[config.mk]
export PLATFORM = sky130hd
export DESIGN_NAME = pwr_state_ctrl
export DESIGN_NICKNAME = d
export VERILOG_FILES = /design/src/rtl/pwr_pkg.sv /design/src/rtl/pwr_rst_sync.sv /design/src/rtl/pwr_dncnt.sv /design/src/rtl/pwr_pof.sv /design/src/rtl/pwr_fsm.sv /design/src/rtl/pwr_state_ctrl.sv
export SDC_FILE = /design/constraint.sdc
export NUM_CORES = 1
export LEC_CHECK = 0
export ABC_CLOCK_PERIOD_IN_PS = 1320
export BUFFER_PORTS_ARGS = -buffer_cell sky130_fd_sc_hd__buf_2
export CELL_PAD_IN_SITES_DETAIL_PLACEMENT = 0
export CELL_PAD_IN_SITES_GLOBAL_PLACEMENT = 1
export CORE_MARGIN = 5
export CORE_UTILIZATION = 40
export CTS_CLUSTER_SIZE = 30
export DETAILED_ROUTE_END_ITERATION = 10
export GPL_TIMING_DRIVEN = 0
export PLACE_DENSITY = 0.76
export RECOVER_POWER = 100
export SYNTH_ARGS = -nofsm -noshare
export SYNTH_HDL_FRONTEND = slang
export SYNTH_SLANG_ARGS = --single-unit
export TNS_END_PERCENT = 20
[constraint.sdc]
create_clock -name clk -period 1.32 [get_ports clk]
set_input_delay 0.198 -clock clk [delete_from_list [all_inputs] [get_ports clk]]
set_output_delay 0.198 -clock clk [all_outputs]
set_load 0.05 [all_outputs]
[src/rtl/pwr_pkg.sv]
package pwr_pkg;
  typedef enum logic [2:0] {
    PS_RUN       = 3'd0,
    PS_IDLE      = 3'd1,
    PS_PD_OFF    = 3'd2,
    PS_PD_STAB   = 3'd3,
    PS_PD_WAITHI = 3'd4,
    PS_IDLE_RST  = 3'd5,
    PS_RST_HOLD  = 3'd6
  } pwr_state_e;
endpackage

[src/rtl/pwr_rst_sync.sv]
module pwr_rst_sync #(
  parameter int STAGES = 2
) (
  input  logic clk,
  input  logic rst_n,
  output logic rst_no
);
  logic [STAGES-1:0] sync_q;

  always_ff @(posedge clk or negedge rst_n) begin
    if (!rst_n) sync_q <= '0;
    else        sync_q <= {sync_q[STAGES-2:0], 1'b1};
  end

  assign rst_no = sync_q[STAGES-1];
endmodule

[src/rtl/pwr_dncnt.sv]
module pwr_dncnt #(
  parameter int CNT_W = 16
) (
  input  logic             clk,
  input  logic             rst_ni,
  input  logic             load_i,
  input  logic [CNT_W-1:0] load_val_i,
  input  logic             dec_i,
  output logic             zero_o
);
  logic [CNT_W-1:0] cnt_q, cnt_d;
  logic             cnt_en;

  always_comb begin
    cnt_en = load_i | (dec_i & (cnt_q != '0));
    cnt_d  = load_i ? load_val_i : (cnt_q - CNT_W'(1));
  end

  always_ff @(posedge clk or negedge rst_ni) begin
    if (!rst_ni)     cnt_q <= '0;
    else if (cnt_en) cnt_q <= cnt_d;
  end

  assign zero_o = (cnt_q == '0);


  cnt_nowrap_chk: assert property (@(posedge clk) disable iff (!rst_ni)
    (!load_i && zero_o) |=> zero_o);
endmodule

[src/rtl/pwr_pof.sv]
module pwr_pof (
  input  logic clk,
  input  logic rst_ni,
  input  logic wr_i,
  input  logic wdata_i,
  output logic pof_o
);
  logic pof_q;

  always_ff @(posedge clk or negedge rst_ni) begin
    if (!rst_ni)   pof_q <= 1'b1;
    else if (wr_i) pof_q <= wdata_i;
  end

  assign pof_o = pof_q;


  pof_hold_chk: assert property (@(posedge clk) disable iff (!rst_ni)
    !wr_i |=> $stable(pof_o));
endmodule

[src/rtl/pwr_fsm.sv]
module pwr_fsm
  import pwr_pkg::*;
#(
  parameter int CNT_W   = 16,
  parameter int BLK_CYC = 24
) (
  input  logic             clk,
  input  logic             rst_ni,
  input  logic             hw_rst_i,
  input  logic             idle_req_i,
  input  logic             pd_req_i,
  input  logic             irq_pend_i,
  input  logic             xint_n_i,
  input  logic             xint_en_i,
  input  logic             xint_lvl_i,
  input  logic [CNT_W-1:0] stab_cnt_i,
  input  logic             cnt_zero_i,
  output logic             cnt_load_o,
  output logic [CNT_W-1:0] cnt_val_o,
  output logic             cnt_dec_o,
  output logic             cpu_clk_en_o,
  output logic             per_clk_en_o,
  output logic             osc_en_o,
  output logic             wake_o,
  output logic             ram_wr_block_o,
  output logic             core_rst_o
);
  localparam logic [CNT_W-1:0] BLK_LD = CNT_W'(BLK_CYC - 1);

  pwr_state_e state_q, state_d;
  logic       rsn_q, rsn_d;
  logic       wake_q, wake_d;
  logic       xint_wake;

  assign xint_wake = xint_en_i & xint_lvl_i & ~xint_n_i;

  always_comb begin
    state_d    = state_q;
    rsn_d      = rsn_q;
    wake_d     = 1'b0;
    cnt_load_o = 1'b0;
    cnt_val_o  = stab_cnt_i;
    cnt_dec_o  = 1'b0;
    unique case (state_q)
      PS_RUN: begin
        if (hw_rst_i)        state_d = PS_RST_HOLD;
        else if (pd_req_i)   state_d = PS_PD_OFF;
        else if (idle_req_i) state_d = PS_IDLE;
      end
      PS_IDLE: begin
        if (hw_rst_i) begin
          state_d    = PS_IDLE_RST;
          cnt_load_o = 1'b1;
          cnt_val_o  = BLK_LD;
        end else if (irq_pend_i) begin
          state_d = PS_RUN;
          wake_d  = 1'b1;
        end
      end
      PS_PD_OFF: begin
        if (hw_rst_i || xint_wake) begin
          state_d    = PS_PD_STAB;
          rsn_d      = hw_rst_i;
          cnt_load_o = 1'b1;
        end
      end
      PS_PD_STAB: begin
        rsn_d     = rsn_q | hw_rst_i;
        cnt_dec_o = 1'b1;
        if (cnt_zero_i) state_d = (rsn_q | hw_rst_i) ? PS_RST_HOLD : PS_PD_WAITHI;
      end
      PS_PD_WAITHI: begin
        if (hw_rst_i) state_d = PS_RST_HOLD;
        else if (xint_n_i) begin
          state_d = PS_RUN;
          wake_d  = 1'b1;
        end
      end
      PS_IDLE_RST: begin
        cnt_dec_o = 1'b1;
        if (cnt_zero_i) state_d = PS_RST_HOLD;
      end
      PS_RST_HOLD: begin
        if (!hw_rst_i) state_d = PS_RUN;
      end
      default: state_d = PS_RUN;
    endcase
  end

  always_ff @(posedge clk or negedge rst_ni) begin
    if (!rst_ni) begin
      state_q <= PS_RUN;
      rsn_q   <= 1'b0;
      wake_q  <= 1'b0;
    end else begin
      state_q <= state_d;
      rsn_q   <= rsn_d;
      wake_q  <= wake_d;
    end
  end

  always_comb begin
    cpu_clk_en_o   = (state_q == PS_RUN) || (state_q == PS_IDLE_RST) || (state_q == PS_RST_HOLD);
    per_clk_en_o   = cpu_clk_en_o || (state_q == PS_IDLE);
    osc_en_o       = (state_q != PS_PD_OFF);
    ram_wr_block_o = (state_q == PS_IDLE_RST);
    core_rst_o     = (state_q == PS_RST_HOLD);
    wake_o         = wake_q;
  end


  idle_entry_chk: assert property (@(posedge clk) disable iff (!rst_ni)
    (state_q == PS_RUN && !hw_rst_i && !pd_req_i && idle_req_i) |=> (!cpu_clk_en_o && per_clk_en_o && osc_en_o));

  wake_single_chk: assert property (@(posedge clk) disable iff (!rst_ni)
    wake_o |=> !wake_o);

  pd_prio_chk: assert property (@(posedge clk) disable iff (!rst_ni)
    (state_q == PS_RUN && !hw_rst_i && pd_req_i) |=> (!osc_en_o && !per_clk_en_o && !cpu_clk_en_o));

  osc_restart_gated_chk: assert property (@(posedge clk) disable iff (!rst_ni)
    $rose(osc_en_o) |-> (!cpu_clk_en_o && !per_clk_en_o));

  blk_excl_chk: assert property (@(posedge clk) disable iff (!rst_ni)
    !(ram_wr_block_o && core_rst_o));
endmodule

[src/rtl/pwr_state_ctrl.sv]
module pwr_state_ctrl #(
  parameter int CNT_W   = 16,
  parameter int BLK_CYC = 24
) (
  input  logic             clk,
  input  logic             rst_n,
  input  logic             hw_rst_i,
  input  logic             idle_req_i,
  input  logic             pd_req_i,
  input  logic             irq_pend_i,
  input  logic             xint_n_i,
  input  logic             xint_en_i,
  input  logic             xint_lvl_i,
  input  logic [CNT_W-1:0] stab_cnt_i,
  input  logic             pof_wr_i,
  input  logic             pof_wdata_i,
  output logic             cpu_clk_en_o,
  output logic             per_clk_en_o,
  output logic             osc_en_o,
  output logic             wake_o,
  output logic             ram_wr_block_o,
  output logic             core_rst_o,
  output logic             pof_o
);
  logic             rst_sn;
  logic             cnt_load, cnt_dec, cnt_zero;
  logic [CNT_W-1:0] cnt_val;

  pwr_rst_sync #(.STAGES(2)) u_rst_sync (
    .clk    (clk),
    .rst_n  (rst_n),
    .rst_no (rst_sn)
  );

  pwr_dncnt #(.CNT_W(CNT_W)) u_cnt (
    .clk        (clk),
    .rst_ni     (rst_sn),
    .load_i     (cnt_load),
    .load_val_i (cnt_val),
    .dec_i      (cnt_dec),
    .zero_o     (cnt_zero)
  );

  pwr_pof u_pof (
    .clk     (clk),
    .rst_ni  (rst_sn),
    .wr_i    (pof_wr_i),
    .wdata_i (pof_wdata_i),
    .pof_o   (pof_o)
  );

  pwr_fsm #(.CNT_W(CNT_W), .BLK_CYC(BLK_CYC)) u_fsm (
    .clk            (clk),
    .rst_ni         (rst_sn),
    .hw_rst_i       (hw_rst_i),
    .idle_req_i     (idle_req_i),
    .pd_req_i       (pd_req_i),
    .irq_pend_i     (irq_pend_i),
    .xint_n_i       (xint_n_i),
    .xint_en_i      (xint_en_i),
    .xint_lvl_i     (xint_lvl_i),
    .stab_cnt_i     (stab_cnt_i),
    .cnt_zero_i     (cnt_zero),
    .cnt_load_o     (cnt_load),
    .cnt_val_o      (cnt_val),
    .cnt_dec_o      (cnt_dec),
    .cpu_clk_en_o   (cpu_clk_en_o),
    .per_clk_en_o   (per_clk_en_o),
    .osc_en_o       (osc_en_o),
    .wake_o         (wake_o),
    .ram_wr_block_o (ram_wr_block_o),
    .core_rst_o     (core_rst_o)
  );
endmodule

==> results of run 1 <==
## final timing paths
path	end	slack (ns)	startpoint
setup / recovery	u_fsm.state_q[1]	-0.83	u_cnt.cnt_q[11]
hold / removal	u_pof.pof_o	0.16	pof_wdata_i
setup reg to reg	u_fsm.state_q[1]	-0.83	u_cnt.cnt_q[11]
hold reg to reg	u_rst_sync.sync_q[1]	0.36	u_rst_sync.sync_q[0]
max in group asynchronous	u_cnt.cnt_q[11]	0.26	u_rst_sync.sync_q[1]
min in group asynchronous	u_rst_sync.sync_q[0]	0.24	rst_n
## registers in the layout, summed over array words and instances (netlist names)
register	flops
u_pof.pof_o	1
u_rst_sync.sync_q	2
u_fsm.state_q	3
u_fsm.rsn_q	1
u_cnt.cnt_q	16
u_fsm.wake_o	1
## final cells by class
cell class / instances / area [µm²] / area share [%]
multi-input combinational: 151 / 1050 / 48.8
sequential: 24 / 604 / 28.0
timing repair buffer: 48 / 300 / 13.9
buffer: 10 / 65.1 / 3.01
tap: 50 / 62.6 / 2.90
clock buffer: 4 / 45.0 / 2.08
inverter: 8 / 30.0 / 1.39
## worst max-delay path, delay by kind of cell (launching register included)
kind,cells,cell delay (ns)
and+or+nand+nor,4,1.33
DFF,1,0.42
muxes,1,0.30
## logic make-up after synthesis
group / Yosys count
AOI/OAI and AO/OA: 61
xor gates and xnor gates: 2
adders and majority gates: 1
buffers and inverters: 19
DFF: 24
muxes: 3
other: 1
and+or+nand+nor: 83
## layout by cell type, fill, tap and decap left out, types with 2 or more instances in the layout
master and n:
buf_2 28, nor2_1 25, dfrtp_1 21, buf_4 18, nand2_1 13, nor3_1 10
a21oi_1 9, inv_1 6, o21ai_0 6, o21a_1 5, nand3_1 5, clkbuf_2 4
a21o_1 4, buf_6 4, o2bb2ai_1 4, clkbuf_1 3, and2_1 3, a2bb2oi_1 3
nand4_1 3, clkbuf_8 3, inv_2 2, and3_1 2, or4_1 2, nor4_4 2
o21ai_2 2, o211ai_1 2, a31o_2 2, nor2b_1 2, a22o_1 2, a31oi_1 2
a221oi_1 2, dfrtp_2 2
## metal layers
layer	up-vias	part of all wire [%]
li1	827	-
met1	862	43
met2	45	52
met3	6	3.9
met4	0	0.93
met5	-	0
## power breakdown
group / total, W / internal, W / leakage [nW] / switching, W
Sequential: 0.00134 / 0.00102 / 0.298 / 0.000327
Clock: 0.000456 / 0.000215 / 0.0228 / 0.000241
Combinational: 0.00378 / 0.00164 / 0.670 / 0.00214
Total: 0.00558 / 0.00287 / 0.991 / 0.00271
## metrics by stage
step | instances | util (%) | setup WS [ns] | hold WS (ns) | power (W)
global route | 295 | 54.4 | -0.918 | 0.176 | 0.00601
finish | 295 | 54.4 | -0.833 | 0.165 | 0.00558
floorplan | 194 | - | -0.739 | -0.0976 | 0.00367
detailed placement | 277 | 47.4 | -1.12 | -0.0158 | 0.00438
global placement | 277 | 47.4 | -1.13 | -0.0169 | 0.00430
CTS | 295 | 53.6 | -0.823 | 0.162 | 0.00542
## synthesized netlist by cell type (2+ instances only)
library cell / instances
and3_1: 2
buf_2: 5
nor3_1: 12
a21oi_1: 10
o21a_1: 5
inv_1: 8
o21ai_0: 9
nor3b_1: 2
nand4_1: 3
dfrtp_1: 23
a2bb2oi_1: 3
nand3_1: 5
or4_1: 3
nor2_1: 26
clkbuf_1: 5
a221oi_1: 2
o211ai_1: 2
o2bb2ai_1: 4
a311oi_1: 2
a31oi_1: 2
nand2_1: 14
a31o_2: 2
nor4_1: 2
a21o_1: 4
and2_1: 3
a22o_1: 2
nor2b_1: 2
## what timing repair did
item,in CTS,in global routing
endpoints found under the hold margin,2,0
pin swaps,3,4
gates resized for setup,32,12
setup endpoints to repair,26,26
hold buffers,1,0
setup buffers,14,0
==> impl_metrics.tcl, run 1 <==
set metrics [dict create \
    drtIter0Drc 104 \
    endpoint_kind "flop" \
    synth-adder-area-share_pct 0.769 \
    die_h_um 73.8 \
    area_growth_pct 32.8 \
    ios 34 \
    grt_pass1_vias 1777 \
    routabilityCongestion 0.883 \
    io_buffers 33 \
    clock-root-buffer "clkbuf_8" \
    ant_nets 0 \
    skew_ns 0.00527 \
    whs_path_depth 2 \
    grt_pass1_wl_mm 8.08 \
    max_cap_viol_count 0 \
    clockBufferDepth 2 \
    routedWlPerCell_um 16.1 \
    failed_checks "setup timing" \
    netlist_area_mm2 0.00163 \
    synth.distinct_cells 59 \
    synth_top_family_by_area "compound AO/OA/AOI/OAI gates" \
    leakage_nw 0.991 \
    place_area_mm2 0.00188 \
    grt_setup_unrepaired "yes" \
    track_usage_pct 18.5 \
    critical_path.max_fanout 4 \
    synth_area_leaders "dfrtp_1 (35%), nor2_1 (6.0%), nor3_1 (3.7%)" \
    use_met1_pct 23.7 \
    worstRegToRegCells 5 \
    vias_per_cell 5.90 \
    synth_cells 194 \
    arrival_ns 2.30 \
    final_nets 274 \
    tightestPinTransition_ns 0.971 \
    firstDrtPassIters 4 \
    drc 0 \
    via_count 1740 \
    met3_usage_pct 2.60 \
    fin_ws_ns -0.833 \
    mappedNetlistNets 222 \
    post-route-period-util_pct 163 \
    ir_worst_vdd_v 0.00191 \
    hp-class "input pin to flop" \
    yosys.area.top_type "dfrtp_1" \
    antenna_cells 0 \
    ys_ff_latch 24 \
    tns_ns -16.07 \
    yosys.area_share.simple_pct 26.8 \
    cts_tree "built" \
    critPathMaxStageDelay_ns 0.55 \
    finalSetupViolations 24 \
    async_reset_ff_share_pct 100 \
    antenna_found_initial 0 \
    synth.yosys.seq_area_share_pct 37.0 \
    status "finished with violations" \
    fin_area_mm2 0.00216 \
    hold_viol 0 \
    synth-xor-area-share_pct 1.08 \
    synthMuxAreaShare_pct 2.23 \
    die_w_um 73.8 \
    layout_min_cycle_time_ns 2.15 \
    syn_avg_cell_area_um2 8.38 \
    clock_latency_ns 0.26 \
    drive_gt1_share_pct 35.1 \
    core-area_mm2 0.00397 \
    fmax_mhz 464 \
    crit_path_start_kind "flop" \
    cts_buffers 3 \
    busiest_layer "met2" \
    grt_max_degree 23 \
    n_fill_cell 381 \
    drv_slew 0 \
    path_clk_slew_ns 0.09 \
    h-tree-depth 1 \
    gr-usage-met2_pct 33.8 \
    required_ns 1.47 \
    p_per_area_mw_per_mm2 2580 \
    crit_chain "or4_4 > nor4_4 > nor2_4 > or2_4 > mux2_4" \
    synth_compound_area_share_pct 27.1 \
    yosysTopAreaCellShare_pct 35.4 \
    overflow 0 \
    maxSlewHeadroom_pct 35.2 \
    synth_warnings 0 \
    die-area_mm2 0.00544 \
    initial_core_util_pct 41.0 \
    crit_slowest_cell "or4_4" \
    wl_mm 4.74 \
    crit_type "flop to flop" \
    cts_num_sinks 24 \
    synth-edff-count 0 \
    rows 23 \
    dp_hpwl_mm 3.40 \
    synth_ff_type "dfrtp_1" \
]
No activity file was read; power rests on OpenSTA's default activity.
==> run 2: changes to the inputs <==
Settings changed: GPL_TIMING_DRIVEN 0 to default.
==> impl_metrics.tcl, run 2 (synthesis results as in run 1) <==
set metrics [dict create \
    status "finished with violations" \
    failed_checks "setup timing" \
    clockBufferDepth 2 \
    die-area_mm2 0.00544 \
    wl_mm 5.53 \
    grt_pass1_vias 2002 \
    crit_chain "inv_2 > ha_4 > or4b_4 > nor4_4 > o211ai_1 > buf_4 > o21a_1 > o22a_1" \
    timing.hold.ws_ns 0.140 \
    firstDrtPassIters 4 \
    clock_latency_ns 0.27 \
    cts_num_sinks 24 \
    p_per_area_mw_per_mm2 2600 \
    ios 34 \
    clkPwrFrac_pct 7.0 \
    place_inst 333 \
    drc 0 \
    cts_tree "built" \
    finalSetupViolations 24 \
    crit_path_start_kind "flop" \
    grt_max_degree 23 \
    rows 23 \
    fmax_mhz 456 \
    drive_gt1_share_pct 48.1 \
    clock-root-buffer "clkbuf_8" \
    layout_min_cycle_time_ns 2.19 \
    largest_reg_flops 16 \
    p_sw_w 0.00304 \
    post-route-period-util_pct 166 \
    hold_viol 0 \
    top_register "u_cnt.cnt_q" \
    worst-path-buf-inv 2 \
    p_total_w 0.00675 \
    arrival_ns 2.35 \
    die_h_um 73.8 \
    critical_path.max_fanout 5 \
    place_area_mm2 0.00233 \
    drv_slew 0 \
    routabilityCongestion 0.855 \
    final_nets 322 \
    pwr-share-comb_pct 74.7 \
    max_cap_viol_count 0 \
    dp_hpwl_mm 4.00 \
    path_clk_slew_ns 0.09 \
    via_count 1932 \
    final_common_cell "buf_4" \
    overflow 0 \
    fin_ws_ns -0.871 \
    hp-class "input pin to flop" \
    rrSetupSlack_ns -0.87 \
    fin_area_mm2 0.00260 \
    h-tree-depth 1 \
    maxSlewHeadroom_pct 59.5 \
    required_ns 1.48 \
    leakage_nw 1.26 \
    tns_ns -16.26 \
    swShare_pct 45.1 \
    cts_buffers 3 \
    core-area_mm2 0.00397 \
    critPathMaxStageDelay_ns 0.48 \
    crit_type "flop to flop" \
    routedWlPerCell_um 16.1 \
    vias_per_cell 5.63 \
    initial_core_util_pct 41.0 \
    grt_setup_unrepaired "yes" \
    cp_top_family "simple AND/OR/NAND/NOR gates" \
    final_cell_mix "buf_4 (66), buf_2 (26), nor2_1 (23), dfrtp_1 (21), nand2_1 (14)" \
    antenna_cells 0 \
    ant_nets 0 \
    io_buffers 33 \
    cell_internal_pwr_w 0.00370 \
    drtIter0Drc 103 \
    layoutNonFillerInstCount 343 \
    crit_slowest_cell "or4b_4" \
    tightestPinTransition_ns 0.600 \
    die_w_um 73.8 \
    area_growth_pct 59.6 \
    antenna_found_initial 0 \
    pwr-share-seq_pct 18.4 \
    reg_top3 "u_cnt.cnt_q: 16 flops, u_fsm.state_q: 3 flops, u_rst_sync.sync_q: 2 flops" \
    skew_ns 0.00368 \
    ir_worst_vdd_v 0.00138 \
    track_usage_pct 21.3 \
    grt_pass1_wl_mm 9.07 \
    endpoint_kind "flop" \
]
==> run 2: worst register-to-register path: stages, from the launching register on <==
cell	delay, ns
dfrtp_1	0.41
inv_2	0.09
ha_4	0.14
or4b_4	0.48
nor4_4	0.20
o211ai_1	0.24
buf_4	0.24
o21a_1	0.11
o22a_1	0.18
==> run 2: per-layer routing <==
metal  wire length (µm)  global-route usage (%)  part of all wire (%)
met5                  0                       0                     0
met3                275                    3.56                   5.0
met1               2150                    24.6                    39
met4                121                    6.64                   2.2
met2               2990                    39.4                    54
==> run 2: power by group through the flow <==
stage / Clock (W) / Sequential (W) / Combinational, W
after floorplan: 0 / 0.00129 / 0.00238
after global placement: 0 / 0.00121 / 0.00409
after detailed placement: 0 / 0.00123 / 0.00421
after CTS: 0.000465 / 0.00124 / 0.00462
after global routing: 0.000495 / 0.00127 / 0.00545
final: 0.000470 / 0.00124 / 0.00504
==> run 2: per-stage QoR <==
stage	util [%]	setup WS, ns
after floorplan	-	-0.739
after global placement	58.6	-0.768
after detailed placement	58.6	-0.868
after CTS	63.0	-0.840
after global routing	65.4	-0.974
final	65.4	-0.871
==> run 2: final timing paths <==
path | start | to | cells after the start
setup / recovery | u_cnt.cnt_q[1] | u_cnt.cnt_q[9] | 8
hold / removal | stab_cnt_i[4] | u_cnt.cnt_q[4] | 3
hold reg to reg | u_rst_sync.sync_q[1] | u_cnt.cnt_q[13] | 1
max in group asynchronous | u_rst_sync.sync_q[1] | u_fsm.state_q[0] | 1
setup reg to reg | u_cnt.cnt_q[1] | u_cnt.cnt_q[9] | 8
min in group asynchronous | rst_n | u_rst_sync.sync_q[1] | 2
==> run 2: layout make-up <==
class                           count  area, µm²
Timing Repair Buffer              106        763
Fill cell                         327       1380
Multi-Input combinational cell    151       1090
Inverter                            8       32.5
Tap cell                           50       62.6
Sequential cell                    24        604
Clock buffer                        4       45.0
==> run 2: what timing repair did <==
item	in CTS	in global routing
gates cloned	0	1
hold endpoints to repair	2	0
gates resized for setup	32	16
setup buffers	1	3
hold buffers	1	0
pin swaps	5	9
setup endpoints to repair	25	24
==> run 3: changes to the inputs <==
Settings changed: CORE_UTILIZATION 40 to 42, CTS_BUF_LIST from default to sky130_fd_sc_hd__clkbuf_8, PLACE_DENSITY 0.76 to 0.89.
==> impl_metrics.tcl, run 3 (synthesis results as in run 1) <==
set metrics [dict create \
    status "finished with violations" \
    failed_checks "setup timing" \
    grt_max_degree 23 \
    cts_buffers 3 \
    via_count 1834 \
    clockBufferDepth 2 \
    top_register "u_cnt.cnt_q" \
    routabilityCongestion 0.856 \
    p_total_w 0.00617 \
    p_per_area_mw_per_mm2 2520 \
    initial_core_util_pct 43.8 \
    layout_min_cycle_time_ns 2.06 \
    overflow 0 \
    multi_input_area_mm2 0.00103 \
    path_clk_slew_ns 0.09 \
    final_nets 315 \
    firstDrtPassIters 4 \
    layoutNonFillerInstCount 334 \
    h-tree-depth 1 \
    die_h_um 72.2 \
    finalSetupViolations 25 \
    fmax_mhz 485 \
    die-area_mm2 0.00522 \
    ir_worst_vdd_v 0.00154 \
    dp_hpwl_mm 3.53 \
    final_common_cell "buf_4" \
    antenna_cells 0 \
    antenna_found_initial 0 \
    skew_ns 0.00516 \
    required_ns 1.48 \
    rows 22 \
    clock_latency_ns 0.27 \
    final_cell_mix "buf_4 (63), buf_2 (28), nor2_1 (25), dfrtp_1 (23), nand2_1 (14)" \
    n_fill_cell 344 \
    crit_type "flop to flop" \
    place_inst 327 \
    drive_gt1_share_pct 44.1 \
    grt_setup_unrepaired "yes" \
    cts_tree "built" \
    drtIter0Drc 118 \
    ios 34 \
    track_usage_pct 18.3 \
    vias_per_cell 5.49 \
    grt_pass1_wl_mm 7.59 \
    cts_num_sinks 24 \
    die_w_um 72.2 \
    wl_mm 4.71 \
    arrival_ns 2.22 \
    fin_ws_ns -0.743 \
    core-area_mm2 0.00372 \
    routedWlPerCell_um 14.1 \
    ant_nets 0 \
    max_cap_viol_count 0 \
    tightestPinTransition_ns 0.558 \
    post-route-period-util_pct 156 \
    crit_path_start_kind "flop" \
    clock-root-buffer "clkbuf_8" \
    hp-class "input pin to flop" \
    maxSlewHeadroom_pct 62.8 \
    io_buffers 33 \
    seq_area_um2 602 \
    endpoint_kind "flop" \
    largest_reg_flops 16 \
    hold_viol 0 \
    area_growth_pct 50.5 \
    drv_slew 0 \
    reg_top3 "u_cnt.cnt_q: 16 flops, u_fsm.state_q: 3 flops, u_rst_sync.sync_q: 2 flops" \
    drc 0 \
    leakage_nw 1.20 \
    critical_path.max_fanout 3 \
    grt_pass1_vias 1708 \
]
[run 3: per-stage QoR]
step                setup WS (ns)  utilization, %  setup TNS [ns]  instance area [µm²]  hold slack (ns)
global placement           -0.792            62.1          -14.28                 2310          -0.0163
CTS                        -0.751            65.1          -15.33                 2420            0.160
finish                     -0.743            65.9          -15.10                 2450            0.157
global route               -0.853            65.9          -17.46                 2450            0.167
detailed placement         -0.840            62.1          -15.09                 2310          -0.0152
floorplan                  -0.739               -          -13.32                 1650          -0.0976
[run 3: path summary, 6_finish.rpt]
kind / slack (ns) / depth (start not counted) / start / end
min in group asynchronous: 0.23 / 2 / rst_n / u_rst_sync.sync_q[0]
worst max-delay path: -0.74 / 5 / u_cnt.cnt_q[6] / u_fsm.state_q[1]
worst min register to register: 0.31 / 1 / u_rst_sync.sync_q[1] / u_cnt.cnt_q[7]
worst min-delay path: 0.16 / 3 / stab_cnt_i[4] / u_cnt.cnt_q[4]
worst max register to register: -0.74 / 5 / u_cnt.cnt_q[6] / u_fsm.state_q[1]
max in group asynchronous: 0.63 / 1 / u_rst_sync.sync_q[1] / u_pof.pof_o
[run 3: area by class of cell]
type | instances | share of cell area [%]
Multi-Input combinational cell | 151 | 42.2
Sequential cell | 24 | 24.6
Inverter | 8 | 1.23
Clock inverter | 1 | 0.153
Tap cell | 48 | 2.45
Timing Repair Buffer | 99 | 27.7
Clock buffer | 3 | 1.69
[run 3: critical path, cell delays in order (launching register included)]
cell	delay [ns]
dfrtp_1	0.39
or4_4	0.56
nor4_4	0.34
nor2_2	0.10
or2_4	0.26
mux2_4	0.30
[run 3: what timing repair did]
item                                   in CTS  in global routing
gates cloned                                0                  0
resized for setup                          14                  9
endpoints found under the hold margin       2                  0
setup endpoints to repair                  25                 26
setup buffers                               2                  0
hold buffers                                1                  0
pin swaps                                   4                  3
[run 3: metal layers]
metal | share of wire [%] | global-route usage (%) | routed length, µm
met1 | 44 | 23.3 | 2050
met2 | 51 | 30.9 | 2380
met3 | 4.1 | 2.35 | 191
met4 | 1.7 | 8.14 | 78
met5 | 0 | 0 | 0
[run 3: where the power goes]
group / internal [W] / switching (W) / leakage [nW]
logic: 0.00214 / 0.00236 / 0.875
registers: 0.00101 / 0.000203 / 0.301
clock network: 0.000208 / 0.000245 / 0.0269
total: 0.00336 / 0.00281 / 1.20
